[src/rtl/plsq_pkg.sv]
package plsq_pkg;
    localparam int REG_IDX_W = 3;
    localparam logic [5:0] OPC_LOAD_POSTINC = 6'b010000;

    typedef enum logic [3:0] {
        S_IDLE, S_FETCH_LO, S_WAIT_LO, S_FETCH_HI, S_WAIT_HI,
        S_LOAD_ADDR, S_LOAD_WAIT, S_WRITE_DST, S_FETCH_INC,
        S_WAIT_INC, S_ADD_BASE, S_DONE
    } state_e;
endpackage

[src/rtl/plsq_lat_timer.sv]
module plsq_lat_timer #(
    parameter int LAT = 3
) (
    input  logic clk,
    input  logic rst_n,
    input  logic clear,
    input  logic run,
    output logic last
);
    localparam int CW = (LAT > 1) ? $clog2(LAT) : 1;
    logic [CW-1:0] cnt;

    assign last = (cnt == CW'(LAT - 1));

    always_ff @(posedge clk or negedge rst_n) begin
        if (!rst_n)
            cnt <= '0;
        else if (clear)
            cnt <= '0;
        else if (run && !last)
            cnt <= cnt + 1'b1;
    end

    // the wait count never passes the read latency
    p_cnt_bound_r3: assert property (@(posedge clk) disable iff (!rst_n)
        cnt <= CW'(LAT - 1));
endmodule

[src/rtl/plsq_instr_hold.sv]
module plsq_instr_hold
    import plsq_pkg::*;
#(
    parameter int DATA_W = 8
) (
    input  logic                 clk,
    input  logic                 rst_n,
    input  logic                 ld_lo,
    input  logic                 ld_hi,
    input  logic                 ld_inc,
    input  logic [DATA_W-1:0]    din,
    output logic [5:0]           opcode,
    output logic [REG_IDX_W-1:0] dst_idx,
    output logic [REG_IDX_W-1:0] base_idx,
    output logic [DATA_W-1:0]    inc
);
    logic [7:0] lo_q;
    logic [3:0] hi_q;

    always_ff @(posedge clk or negedge rst_n) begin
        if (!rst_n) begin
            lo_q <= '0;
            hi_q <= '0;
            inc  <= '0;
        end else begin
            if (ld_lo)  lo_q <= din[7:0];
            if (ld_hi)  hi_q <= din[3:0];
            if (ld_inc) inc  <= din;
        end
    end

    assign opcode   = lo_q[5:0];
    assign dst_idx  = {hi_q[0], lo_q[7:6]};
    assign base_idx = hi_q[3:1];
endmodule

[src/rtl/postinc_load_seq.sv]
module postinc_load_seq
    import plsq_pkg::*;
#(
    parameter int DATA_W  = 8,
    parameter int MEM_LAT = 3
) (
    input  logic                 clk,
    input  logic                 rst_n,
    input  logic                 start,
    input  logic [DATA_W-1:0]    entry_pc,
    output logic                 busy,
    output logic                 done,
    output logic [DATA_W-1:0]    next_pc,
    output logic                 mem_rd,
    output logic [DATA_W-1:0]    mem_addr,
    input  logic [DATA_W-1:0]    mem_rdata,
    output logic [REG_IDX_W-1:0] rf_raddr,
    input  logic [DATA_W-1:0]    rf_rdata,
    output logic                 rf_we,
    output logic [REG_IDX_W-1:0] rf_waddr,
    output logic [DATA_W-1:0]    rf_wdata
);
    state_e state, state_nx;

    logic [DATA_W-1:0]    pc_q, base_q, data_q, inc;
    logic [5:0]           opcode;
    logic [REG_IDX_W-1:0] dst_idx, base_idx;
    logic                 wait_run, wait_last, wait_done, op_ok;

    assign op_ok     = (opcode == OPC_LOAD_POSTINC);
    assign wait_run  = (state == S_WAIT_LO) || (state == S_WAIT_HI) ||
                       (state == S_LOAD_WAIT) || (state == S_WAIT_INC);
    assign wait_done = wait_run && wait_last;

    plsq_lat_timer #(.LAT(MEM_LAT)) u_timer (
        .clk(clk), .rst_n(rst_n), .clear(mem_rd), .run(wait_run), .last(wait_last)
    );

    plsq_instr_hold #(.DATA_W(DATA_W)) u_hold (
        .clk(clk), .rst_n(rst_n),
        .ld_lo(state == S_WAIT_LO && wait_done),
        .ld_hi(state == S_WAIT_HI && wait_done),
        .ld_inc(state == S_WAIT_INC && wait_done),
        .din(mem_rdata),
        .opcode(opcode), .dst_idx(dst_idx), .base_idx(base_idx), .inc(inc)
    );

    // state register
    always_ff @(posedge clk or negedge rst_n) begin
        if (!rst_n) state <= S_IDLE;
        else        state <= state_nx;
    end

    always_comb begin
        state_nx = state;
        unique case (state)
            S_IDLE:      if (start) state_nx = S_FETCH_LO;
            S_FETCH_LO:  state_nx = S_WAIT_LO;
            S_WAIT_LO:   if (wait_done) state_nx = S_FETCH_HI;
            S_FETCH_HI:  state_nx = S_WAIT_HI;
            S_WAIT_HI:   if (wait_done) state_nx = S_LOAD_ADDR;
            S_LOAD_ADDR: state_nx = op_ok ? S_LOAD_WAIT : S_DONE;
            S_LOAD_WAIT: if (wait_done) state_nx = S_WRITE_DST;
            S_WRITE_DST: state_nx = S_FETCH_INC;
            S_FETCH_INC: state_nx = S_WAIT_INC;
            S_WAIT_INC:  if (wait_done) state_nx = S_ADD_BASE;
            S_ADD_BASE:  state_nx = S_DONE;
            S_DONE:      state_nx = S_IDLE;
            default:     state_nx = S_IDLE;
        endcase
    end

    // outputs
    always_comb begin
        mem_rd   = 1'b0;
        mem_addr = pc_q;
        rf_we    = 1'b0;
        rf_waddr = base_idx;
        rf_wdata = base_q + inc;
        unique case (state)
            S_FETCH_LO, S_FETCH_HI, S_FETCH_INC: mem_rd = 1'b1;
            S_LOAD_ADDR: begin
                mem_rd   = op_ok;
                mem_addr = rf_rdata;
            end
            S_WRITE_DST: begin
                rf_we    = 1'b1;
                rf_waddr = dst_idx;
                rf_wdata = data_q;
            end
            S_ADD_BASE: rf_we = 1'b1;
            default: ;
        endcase
    end

    assign rf_raddr = base_idx;
    assign busy     = (state != S_IDLE);
    assign done     = (state == S_DONE);
    assign next_pc  = pc_q;

    // datapath registers
    always_ff @(posedge clk or negedge rst_n) begin
        if (!rst_n) begin
            pc_q   <= '0;
            base_q <= '0;
            data_q <= '0;
        end else begin
            if (state == S_IDLE && start)
                pc_q <= entry_pc;
            else if (state == S_FETCH_LO || state == S_FETCH_HI || state == S_FETCH_INC)
                pc_q <= pc_q + 1'b1;
            if (state == S_LOAD_ADDR)
                base_q <= rf_rdata;
            if (state == S_LOAD_WAIT && wait_done)
                data_q <= mem_rdata;
        end
    end

    // done lasts one cycle
    p_done_pulse_r7: assert property (@(posedge clk) disable iff (!rst_n)
        done |=> !done);
    // done follows the final register write, or the opcode rejection
    p_done_after_write_r7: assert property (@(posedge clk) disable iff (!rst_n)
        done |-> ($past(rf_we) || $past(state == S_LOAD_ADDR)));
    // each read request is a single-cycle pulse
    p_rd_pulse_r3: assert property (@(posedge clk) disable iff (!rst_n)
        mem_rd |=> !mem_rd);
    // every instruction byte fetch moves the program counter by one
    p_pc_step_r2: assert property (@(posedge clk) disable iff (!rst_n)
        (mem_rd && state != S_LOAD_ADDR) |=> (pc_q == $past(pc_q) + 1'b1));
    // the captured base address is held until the increment is written
    p_base_hold_r4: assert property (@(posedge clk) disable iff (!rst_n)
        (state inside {S_WRITE_DST, S_FETCH_INC, S_WAIT_INC, S_ADD_BASE}) |-> $stable(base_q));
    // while busy and not finishing, the unit does not return to idle
    p_start_ignored_r8: assert property (@(posedge clk) disable iff (!rst_n)
        (busy && !done) |=> busy);
endmodule

[config.mk]
export PLATFORM = sky130hd
export DESIGN_NAME = postinc_load_seq
export DESIGN_NICKNAME = d
export VERILOG_FILES = /design/src/rtl/plsq_pkg.sv /design/src/rtl/plsq_lat_timer.sv /design/src/rtl/plsq_instr_hold.sv /design/src/rtl/postinc_load_seq.sv
export SDC_FILE = /design/constraint.sdc
export NUM_CORES = 1
export LEC_CHECK = 0
export ABC_AREA = 1
export BUFFER_PORTS_ARGS = -buffer_cell sky130_fd_sc_hd__buf_2
export CORE_UTILIZATION = 40
export DETAILED_ROUTE_END_ITERATION = 12
export PLACE_DENSITY_LB_ADDON = 0.08
export SLEW_MARGIN = 20
export SYNTH_ARGS = -nofsm -noshare
export SYNTH_HDL_FRONTEND = slang
export SYNTH_SLANG_ARGS = --single-unit
[constraint.sdc]
create_clock -name clk -period 2.1 [get_ports clk]
set_input_delay 0.105 -clock clk [delete_from_list [all_inputs] [get_ports clk]]
set_output_delay 0.105 -clock clk [all_outputs]
set_load 0.02 [all_outputs]
==> impl_metrics.toml <==
[run_status]
outcome = "finished, final reports clean"

[drt]
routed_via_density = 4.71
final_antenna_net_count = 0
drt_iter0_drc = 129
wl_um = 6960
drc = 0
num_vias = 2607
wire_per_inst_um = 12.6
drt_first_pass_iters = 4

[sta]
tightest_slew_ps = 562
finalSetupTns_ps = 0
slew_viol_final = 0
fmaxAchievable_mhz = 506
setup-violations-final = 0
rsz0062_at_grt = "false"
relSlewSlack_pct = 62.5
hold_viol_final = 0
final.min_clock_period_ps = 1970
finalCritPeriodShare_pct = 94.0
finClkSkew_ps = 10.4

[critical_path]
required_ps = 2000
cp_max_fo = 4
cp_cell_sequence = "ha_4, or2_2, nand3b_1, nand2_1, nand2_1, nand3_1, nand2_1, buf_2"
cp-start-kind = "flop"
slowest_delay_ps = 430
r2r.worst_path.cells = 6
path_common_cell = "nand2_1"
path_buf_inv = 1
cp.depth = 8
path_class = "flop to output pin"
cp_slowest_cell = "dfrtp_1"
end_kind = "output pin"
cpLargestDelayFamily = "simple AND/OR/NAND/NOR gates"
arrival_ps = 1870
r2r_setup_slack_ps = 400

[cells_and_area]
antenna_cells = 0
utilization_pct = 50.3
fill_cells = 675
areaGrowthSynthToFinish_pct = 19.9
layout-drive-gt1-share_pct = 22.3
nets = 493

[grt]
grt_pass1_vias = 2413
grt_overflow = 0
grtUsageMet3_pct = 2.84
grtUsageMet2_pct = 33.9
grt_start_max_net_pins = 25
busiest_layer = "met2"
grtUsageMet1_pct = 26.9
antenna_found_initial = 0
grt_usage_pct = 20.0
grt_pass1_wl_um = 11500

[power]
p_per_area_mw_per_mm2 = 1790
power_leakage_nw = 1.92
vdd_drop_max_mv = 0.624

[placement]
hpwl_um = 5410
place.gp.congestion = 0.809
port_buffers = 60

[clocking]
clk_pin_slew_ps = 100
numClockSinks = 50
clk_latency_ps = 310
clockBufferDepth = 2
cts_made_buffers = 5
cts_tree = "yes"
htreeDepth = 2
cts_root_buf = "clkbuf_8"

[yosys]
ys_warn_count = 0
netlist.area_leader.share_pct = 43.4
synth_top_cell_by_area = "dfrtp_1"
synth_edf_count = 0
ys_ff_latch = 50
syn_nets = 426
yosys-top-cells-area = "dfrtp_1 (43%), nand2_1 (17%), inv_1 (6.4%)"
ys_types = 32
seq_area_frac_synth_pct = 43.4
synth-main-ff-cell = "dfrtp_1"
avgSynthCellArea_um2 = 7.41
synth-async-reset-ratio_pct = 100
synth.most_common_cell = "nand2_1"
netlist_area_mm2 = 0.00288
synthCells = 389
synthTopCellsByCount = "nand2_1 (133), dfrtp_1 (50), inv_1 (49)"

[die]
start_util_pct = 42.0
fp.dieW_um = 86.9
die_h_um = 86.9
rows = 30
die_area_mm2 = 0.00755
io_pins = 61
core_mm2 = 0.00687

[run]
cap_violations = 0

[hold_path]
min_path_type = "input port to flop"
hold_depth = 3
power breakdown:
group          leakage [nW]  internal, mW  total, mW  switching, mW
logic                  1.31          1.38       3.79           2.41
registers             0.552          1.38       1.71          0.329
clock network        0.0585         0.358      0.704          0.346
total                  1.92          3.12       6.21           3.08
final timing paths:
check                                from             end
setup / recovery                base_q[2]     rf_wdata[5]
hold / removal                rf_rdata[7]       base_q[7]
setup reg to reg           u_timer.cnt[0]       data_q[7]
hold reg to reg            u_hold.lo_q[2]  u_hold.lo_q[2]
max in group asynchronous           rst_n   u_hold.inc[5]
min in group asynchronous           rst_n      next_pc[6]
worst min-delay path: stages:
cell and delay, ps:
buf_2 80, nand2_1 50, nand2_1 50
cell usage in the layout (no fill, tap or decap), drive strengths merged:
cell type    count
a21oi            7
xor2             3
fa               1
dfrtp           50
clkbuf           5
nand4            4
o21ai           46
a21o             1
xnor2            2
nand3           28
o22ai            2
clkinv           1
or2              2
buf             66
nand3b           2
inv             54
nor2            34
dlygate4sd3      1
ha               9
o211ai           2
nand2          134
bufinv           1
nor3             2
cell families (layout without fill, tap and decap cells):
kind of cell    count (synthesis)  count (layout)  share of synthesized area [%]
xor+xnor                        5               5                           1.52
buf+inv                        60             128                           8.37
fa+ha+maj                      10              10                           4.60
flops                          50              50                           43.4
compound gates                 58              58                           11.5
simple gates                  206             206                           30.7
area by class of cell:
cell class | count | area, um2 | area share (%)
inverter | 53 | 199 | 5.75
timing repair buffer | 67 | 358 | 10.3
clock buffer | 5 | 68.8 | 1.99
tap | 96 | 120 | 3.47
clock inverter | 3 | 43.8 | 1.27
sequential | 50 | 1250 | 36.2
multi-input combinational | 279 | 1420 | 41.0
registers in the layout, summed over array words and instances, names as in the netlist:
register	cells
u_hold.hi_q	4
u_timer.cnt	2
u_hold.lo_q	8
data_q	8
next_pc	8
state	4
base_q	8
u_hold.inc	8
routing by layer:
metal,share of wire (%),vias up
met5,0,-
met4,0.98,0
met3,2.5,8
met2,48,36
met1,49,1192
li1,-,1371
what timing repair did:
action	4_1_cts	5_1_grt
hold buffers	1	0
setup endpoints to repair	0	4
resized for setup	0	6
hold endpoints to repair	22	0
setup buffers	0	1
metrics by stage:
step	hold slack, ps	total power, mW	worst slack, ps	instance area [um2]	std cells
CTS	9.62	6.15	33.4	3420	552
floorplan	-191	4.35	470	2880	389
global route	23.6	6.84	9.30	3460	553
detailed placement	133	5.43	399	3300	543
global placement	147	5.42	408	3300	543
finish	13.6	6.21	125	3460	553
(Power assumes the default switching activity.)
